==> src/rtl/vsa_pkg.sv <==
package vsa_pkg;

  typedef enum logic [1:0] {
    OWN_CPU     = 2'd0,
    OWN_PARAM   = 2'd1,
    OWN_PIXEL   = 2'd2,
    OWN_REFRESH = 2'd3
  } owner_e;

  typedef enum logic [1:0] {
    ST_IDLE  = 2'd0,
    ST_WAIT  = 2'd1,
    ST_GRANT = 2'd2,
    ST_HOLD  = 2'd3
  } arb_st_e;

endpackage

==> src/rtl/vsa_slot_timer.sv <==
module vsa_slot_timer
  import vsa_pkg::*;
#(
  parameter int SLOTS         = 171,
  parameter int GROUP         = 3,
  parameter int CPU_PHASE     = 2,
  parameter int PARAM_SLOTS   = 16,
  parameter int REFRESH_SLOTS = 6,
  parameter int IDX_W         = $clog2(SLOTS)
) (
  input  logic             clk,
  input  logic             rst_n,
  input  logic             slot_stb,
  output logic [IDX_W-1:0] slot_idx,
  output owner_e           owner,
  output logic             cpu_slot_start
);

  localparam int PH_W        = (GROUP > 2) ? $clog2(GROUP) : 1;
  localparam int VIDEO_SLOTS = SLOTS - SLOTS / GROUP;
  localparam logic [IDX_W-1:0] LAST_IDX   = IDX_W'(SLOTS - 1);
  localparam logic [IDX_W-1:0] PARAM_LIM  = IDX_W'(PARAM_SLOTS);
  localparam logic [IDX_W-1:0] RFSH_FIRST = IDX_W'(VIDEO_SLOTS - REFRESH_SLOTS);
  localparam logic [PH_W-1:0]  PH_LAST    = PH_W'(GROUP - 1);
  localparam logic [PH_W-1:0]  PH_CPU     = PH_W'(CPU_PHASE);

  logic [IDX_W-1:0] idx_q, idx_n;
  logic [PH_W-1:0]  ph_q, ph_n, ph_step;
  logic [IDX_W-1:0] vord_q, vord_n;
  logic             at_end;

  always_comb begin
    at_end  = (idx_q == LAST_IDX);
    ph_step = (ph_q == PH_LAST) ? '0 : ph_q + 1'b1;
    idx_n   = idx_q;
    ph_n    = ph_q;
    vord_n  = vord_q;
    if (at_end) begin
      idx_n  = '0;
      ph_n   = '0;
      vord_n = '0;
    end else begin
      idx_n = idx_q + 1'b1;
      ph_n  = ph_step;
      if (ph_q != PH_CPU) vord_n = vord_q + 1'b1;
    end
    cpu_slot_start = slot_stb && (ph_n == PH_CPU);
  end

  always_ff @(posedge clk or negedge rst_n) begin
    if (!rst_n) begin
      idx_q  <= '0;
      ph_q   <= '0;
      vord_q <= '0;
    end else if (slot_stb) begin
      idx_q  <= idx_n;
      ph_q   <= ph_n;
      vord_q <= vord_n;
    end
  end

  always_comb begin
    slot_idx = idx_q;
    if (ph_q == PH_CPU)          owner = OWN_CPU;
    else if (vord_q < PARAM_LIM)  owner = OWN_PARAM;
    else if (vord_q >= RFSH_FIRST) owner = OWN_REFRESH;
    else                          owner = OWN_PIXEL;
  end

endmodule

==> src/rtl/vsa_region_decode.sv <==
module vsa_region_decode #(
  parameter int SEG_W          = 8,
  parameter int VRAM_SEG_FIRST = 252,
  parameter int VRAM_SEG_COUNT = 4,
  parameter int PORT_W         = 8,
  parameter int PORT_MATCH     = 'h80,
  parameter int PORT_MASK      = 'hF0
) (
  input  logic              mem_rq,
  input  logic              io_rq,
  input  logic              mem_rfsh,
  input  logic [SEG_W-1:0]  mem_seg,
  input  logic [PORT_W-1:0] io_port,
  output logic              need_arb
);

  localparam logic [SEG_W-1:0]  SEG_LO   = SEG_W'(VRAM_SEG_FIRST);
  localparam logic [SEG_W-1:0]  SEG_CNT  = SEG_W'(VRAM_SEG_COUNT);
  localparam logic [PORT_W-1:0] P_MATCH  = PORT_W'(PORT_MATCH);
  localparam logic [PORT_W-1:0] P_MASK   = PORT_W'(PORT_MASK);

  logic [SEG_W-1:0] seg_off;
  logic             seg_hit;
  logic             port_hit;

  always_comb begin
    seg_off  = mem_seg - SEG_LO;
    seg_hit  = (seg_off < SEG_CNT);
    port_hit = ((io_port & P_MASK) == P_MATCH);
    need_arb = (mem_rq && !mem_rfsh && seg_hit) || (io_rq && port_hit);
  end

endmodule

==> src/rtl/vsa_stretch_fsm.sv <==
module vsa_stretch_fsm
  import vsa_pkg::*;
(
  input  logic clk,
  input  logic rst_n,
  input  logic hc_en,
  input  logic need,
  input  logic cpu_start,
  input  logic slot_stb,
  output logic ce,
  output logic grant
);

  arb_st_e st_q, st_n;
  logic    armed_q, armed_n;
  logic    release_now;

  always_comb begin
    st_n        = st_q;
    armed_n     = 1'b0;
    ce          = hc_en;
    release_now = hc_en && (cpu_start || armed_q);
    case (st_q)
      ST_IDLE: begin
        if (hc_en && need) begin
          if (cpu_start) begin
            st_n = ST_GRANT;
          end else begin
            ce   = 1'b0;
            st_n = ST_WAIT;
          end
        end
      end
      ST_WAIT: begin
        if (!need) begin
          st_n = ST_IDLE;
        end else if (release_now) begin
          st_n = ST_GRANT;
        end else begin
          ce = 1'b0;
          if (cpu_start)     armed_n = 1'b1;
          else if (slot_stb) armed_n = 1'b0;
          else               armed_n = armed_q;
        end
      end
      ST_GRANT: begin
        if (slot_stb) st_n = need ? ST_HOLD : ST_IDLE;
      end
      ST_HOLD: begin
        if (!need) st_n = ST_IDLE;
      end
      default: st_n = ST_IDLE;
    endcase
    grant = (st_q == ST_GRANT);
  end

  always_ff @(posedge clk or negedge rst_n) begin
    if (!rst_n) begin
      st_q    <= ST_IDLE;
      armed_q <= 1'b0;
    end else begin
      st_q    <= st_n;
      armed_q <= armed_n;
    end
  end

endmodule

==> src/rtl/vsa_arbiter.sv <==
module vsa_arbiter
  import vsa_pkg::*;
#(
  parameter int SLOTS_PER_LINE  = 171,
  parameter int SLOTS_PER_GROUP = 3,
  parameter int CPU_PHASE       = 2,
  parameter int PARAM_SLOTS     = 16,
  parameter int REFRESH_SLOTS   = 6,
  parameter int SEG_W           = 8,
  parameter int VRAM_SEG_FIRST  = 252,
  parameter int VRAM_SEG_COUNT  = 4,
  parameter int PORT_W          = 8,
  parameter int PORT_MATCH      = 'h80,
  parameter int PORT_MASK       = 'hF0
) (
  input  logic                              clk,
  input  logic                              rst_n,
  input  logic                              slot_stb,
  input  logic                              cpu_hc_en,
  input  logic                              mem_rq,
  input  logic                              io_rq,
  input  logic                              mem_rfsh,
  input  logic [SEG_W-1:0]                  mem_seg,
  input  logic [PORT_W-1:0]                 io_port,
  output logic                              cpu_ce,
  output logic                              cpu_grant,
  output logic [1:0]                        slot_owner,
  output logic [$clog2(SLOTS_PER_LINE)-1:0] slot_index
);

  localparam int IDX_W = $clog2(SLOTS_PER_LINE);

  logic [1:0] rs_q;
  logic       rst_int_n;
  logic       need_arb;
  logic       cpu_start;
  owner_e     owner;

  always_ff @(posedge clk or negedge rst_n) begin
    if (!rst_n) rs_q <= 2'b00;
    else        rs_q <= {rs_q[0], 1'b1};
  end
  assign rst_int_n = rs_q[1];

  vsa_slot_timer #(
    .SLOTS         (SLOTS_PER_LINE),
    .GROUP         (SLOTS_PER_GROUP),
    .CPU_PHASE     (CPU_PHASE),
    .PARAM_SLOTS   (PARAM_SLOTS),
    .REFRESH_SLOTS (REFRESH_SLOTS),
    .IDX_W         (IDX_W)
  ) timer_i (
    .clk            (clk),
    .rst_n          (rst_int_n),
    .slot_stb       (slot_stb),
    .slot_idx       (slot_index),
    .owner          (owner),
    .cpu_slot_start (cpu_start)
  );

  vsa_region_decode #(
    .SEG_W          (SEG_W),
    .VRAM_SEG_FIRST (VRAM_SEG_FIRST),
    .VRAM_SEG_COUNT (VRAM_SEG_COUNT),
    .PORT_W         (PORT_W),
    .PORT_MATCH     (PORT_MATCH),
    .PORT_MASK      (PORT_MASK)
  ) decode_i (
    .mem_rq   (mem_rq),
    .io_rq    (io_rq),
    .mem_rfsh (mem_rfsh),
    .mem_seg  (mem_seg),
    .io_port  (io_port),
    .need_arb (need_arb)
  );

  vsa_stretch_fsm fsm_i (
    .clk       (clk),
    .rst_n     (rst_int_n),
    .hc_en     (cpu_hc_en),
    .need      (need_arb),
    .cpu_start (cpu_start),
    .slot_stb  (slot_stb),
    .ce        (cpu_ce),
    .grant     (cpu_grant)
  );

  assign slot_owner = owner;

endmodule

==> config.mk <==
export PLATFORM = sky130hd
export DESIGN_NAME = vsa_arbiter
export DESIGN_NICKNAME = d
export VERILOG_FILES = /design/src/rtl/vsa_pkg.sv /design/src/rtl/vsa_slot_timer.sv /design/src/rtl/vsa_region_decode.sv /design/src/rtl/vsa_stretch_fsm.sv /design/src/rtl/vsa_arbiter.sv
export SDC_FILE = /design/constraint.sdc
export NUM_CORES = 1
export LEC_CHECK = 0
export ABC_CLOCK_PERIOD_IN_PS = 2500
export BUFFER_PORTS_ARGS = -buffer_cell sky130_fd_sc_hd__buf_2
export CAP_MARGIN = 20
export CORE_ASPECT_RATIO = 1.25
export CORE_MARGIN = 2
export CORE_UTILIZATION = 51
export CTS_CLUSTER_SIZE = 10
export DETAILED_ROUTE_END_ITERATION = 8
export PLACE_DENSITY = 0.78
export SYNTH_ARGS = -nofsm -noshare
export SYNTH_HDL_FRONTEND = slang
export SYNTH_HIERARCHICAL = 1
export SYNTH_SLANG_ARGS = --single-unit
==> constraint.sdc <==
create_clock -name clk -period 2.5 [get_ports clk]
set_input_delay 0.5 -clock clk [delete_from_list [all_inputs] [get_ports clk]]
set_output_delay 0.5 -clock clk [all_outputs]
set_load 0.005 [all_outputs]
==> impl_results.md <==
* RR Endpoint: fsm_i/st_q[1]$_DFFE_PN0P_
* CTS Sinks at 23
* Drt first pass iters at 4
* NumNets Final at 199
* Initial Util at 0.5392
* Leak Pwr at approximately 0.75 nW
* First-pass GRT wire length at 4554 um
* Combinational share of power at 0.357
* Per-cell routed wire length at about 13 um
* Post-synth ARST share at 1.000
* Mapped Area at ~1300 sq um
* RSZ-0062 raised after global routing: true
* Synth Flop Type: dfrtp_1
* FF-to-FF path depth at 9
* Iteration-0 DRC Markers at 26
* Setup CP Type: flop to output port
* Syn. warnings at 6
* Clk Latency, worst-skew pair at 0.32 ns
* Reg2reg setup slack at roughly 0.63 ns
* VDD IR max at between 0.4 and 0.5 mV
* Site row count at 20
* Rel. slew slack at 0.4552
* P_sw at approximately 0.00046 W
* Design Power at 0.001247 W
* H-tree levels at 1
* DR vias at between 1,000 and 1,500
* Pin slew with the least headroom to its limit at approximately 0.82 ns
* Die width at ~50 um
* Die Height at between 60 and 70 um
* Status: complete, no violations
* Final instance area at roughly 1600 sq um
* CTS tree: yes
* Clock tree buffer depth at 2
* Number of setup violations in the final report at 0
* Clk_skew at 0.01085 ns
* Gr ovfl total at 0
* Routed Antenna Nets at 0
* Final Slew Violations at 0
* Die ar. at between 2000 and 3000 sq um
* Synth area leaders: dfrtp_1 44%, ha_1 3.8%, a21oi_1 3.1%, nand4_1 2.4%, mux2i_1 2.3%
* # fillers at 201
* Post-route DRC violation count at 0
* P_int at 0.0007881 W
* Switch share at 0.3679
* Worst-path clk slew at 0.13 ns
* Sequential fraction of the synthesis area at 0.4398
* TritonCTS buffer count at 3
* IO Pins at 35
* Fin crit share at 0.9923
* I/O Buffers at 28
* Routed vias/inst at 5.613
* Vias in the first global route at about 1,100
* Post-Layout Cell Count at approximately 200
* Hold Path Class: flop to async pin
* Post-Route WL at 2735 um
* Post-Syn Area per Cell at 10.15 sq um
* Most frequent cells in the layout: 28 x buf_2, 22 x dfrtp_1, 11 x buf_4
* Dpl ws at 0.2015 ns
* Tmin final at roughly 2.5 ns
* Root Buffer: clkbuf_4
* RD Place Congestion at around 0.86
* Final Core Density at 0.6629
* Max cap viols at 0
* Post-DP HPWL at slightly below 2000 um
* Area added between synthesis and finish at 22.94%
* Sequential Power Share at 0.503
* Pwr dens at around 770 nW/um^2
* Clock power frac at 0.140
* Final WS setup at approximately 0.019 ns
* Syn nets at 156
* Antenna violations before repair at 0
* Commonest non-fill, non-tap cell in the layout: buf_2
* Largest net degree at the start of global routing at 22
* Yosys top cell area share at 0.4398
* Synthesis-stage register bit count at 23
* Area after DPL at between 1000 and 1500 sq um
* GRT Overall Usage at 0.1985
* Core ar. at between 2000 and 2500 sq um
* Post-synth EDFFs at 0
* Yosys top cell by area: dfrtp_1
* Fmax at around 0.40 GHz
* Worst Setup End Kind: output port
* Syn Inst Count at around 130
* Worst-path fanout max at 4
* CP arrival at 1.98 ns
* Diodes inserted at 0
* RR Startpoint: timer_i/slot_idx[0]$_DFFE_PN0P_
* Share of layout cells above drive strength 1 at 0.3450
* Hold Vio Cnt, Final at 0
* Cell variety after synth at 48
* CP startpoint kind: flop
* Post-placement cell count at 190
* Critical Path RT at 2.00 ns
## synth_stat cells (4+ instances only)
master	count
nand4_1	5
inv_1	6
nand3_1	6
o31ai_1	4
nor2_1	6
ha_1	4
nand2_1	8
a21oi_1	8
dfrtp_1	23
and2_1	4
## what timing repair did
item | 4_1_cts | 5_1_grt
pin swaps | 0 | 4
resized for setup | 3 | 3
cloned | 0 | 0
setup buffers | 3 | 6
hold endpoints to repair | 2 | 0
hold buffers | 1 | 0
endpoints found under the setup margin | 1 | 1
## metal layers
| layer | up-vias | global-route usage | wire [um] |
|---|---|---|---|
| met4 | 0 | 0.09796 | 49 |
| met1 | 544 | 0.2416 | 1131 |
| li1 | 557 | - | - |
| met2 | 38 | 0.3475 | 1429 |
| met3 | 6 | 0.03202 | 125 |
| met5 | - | 0 | 0 |
## power groups by stage
stage	Sequential, W	Clock, W	Combinational, W
final	0.000627	0.000174	0.000445
after global routing	0.000649	0.000196	0.000494
after CTS	0.000626	0.000178	0.000430
after detailed placement	0.000638	0	0.000394
after global placement	0.000630	0	0.000380
after floorplan	0.000611	0	0.000283
## worst max path at each step
| stage | start | end |
|---|---|---|
| after floorplan | timer_i/slot_idx[0]$_DFFE_PN0P_ | cpu_ce |
| after global placement | timer_i/slot_idx[0]$_DFFE_PN0P_ | cpu_ce |
| after detailed placement | timer_i/slot_idx[0]$_DFFE_PN0P_ | cpu_ce |
| after CTS | timer_i/slot_idx[0]$_DFFE_PN0P_ | cpu_ce |
| after global routing | timer_i/slot_idx[1]$_DFFE_PN0P_ | cpu_ce |
| final | timer_i/slot_idx[0]$_DFFE_PN0P_ | cpu_ce |
## final cells by class
| class | instances | area [sq um] | share of cell area |
|---|---|---|---|
| Tap cell | 33 | 41.29 | 0.02566 |
| Clock inverter | 1 | 5.005 | 0.003110 |
| Multi-Input combinational cell | 97 | 704.4 | 0.4378 |
| Sequential cell | 23 | 576.8 | 0.3585 |
| Clock buffer | 3 | 22.52 | 0.01400 |
| Inverter | 7 | 26.28 | 0.01633 |
| Timing Repair Buffer | 40 | 232.7 | 0.1446 |
## sequential cells by signal, indices dropped and copies added (netlist names)
signal            flops
timer_i/slot_idx      8
timer_i/vord_q        8
fsm_i/st_q            2
rs_q                  2
timer_i/ph_q          2
fsm_i/armed_q         1
## cell families (layout without fill, tap and decap cells)
group                    count (synthesis)  in the layout  share of synthesized area
other                                    1              1                   0.002865
AO/OA/AOI/OAI                           33             33                     0.1797
AND/OR/NAND/NOR                         51             51                     0.2390
flip-flops                              23             23                     0.4398
buffers and inverters                    9             51                    0.03441
multiplexers                             5              5                    0.04589
XOR/XNOR                                 3              3                    0.02008
adder cells (fa/ha/maj)                  4              4                    0.03824
## worst max-delay path, cell delays in order, from the launching register on
cell and delay, ns:
dfrtp_1 0.41, inv_2 0.06, ha_2 0.14, and4b_2 0.28, a21o_4 0.17, nor3b_4 0.05
a21o_1 0.18, o31a_1 0.27, buf_2 0.12
## stage by stage
step | setup TNS, ns | hold slack, ns
after floorplan | 0 | 0.2044
after detailed placement | 0 | 0.2867
final | 0 | 0.3477
after global routing | -0.05874 | 0.3744
after global placement | 0 | 0.2845
after CTS | 0 | 0.3706
No activity file was read; power rests on OpenSTA's default activity.
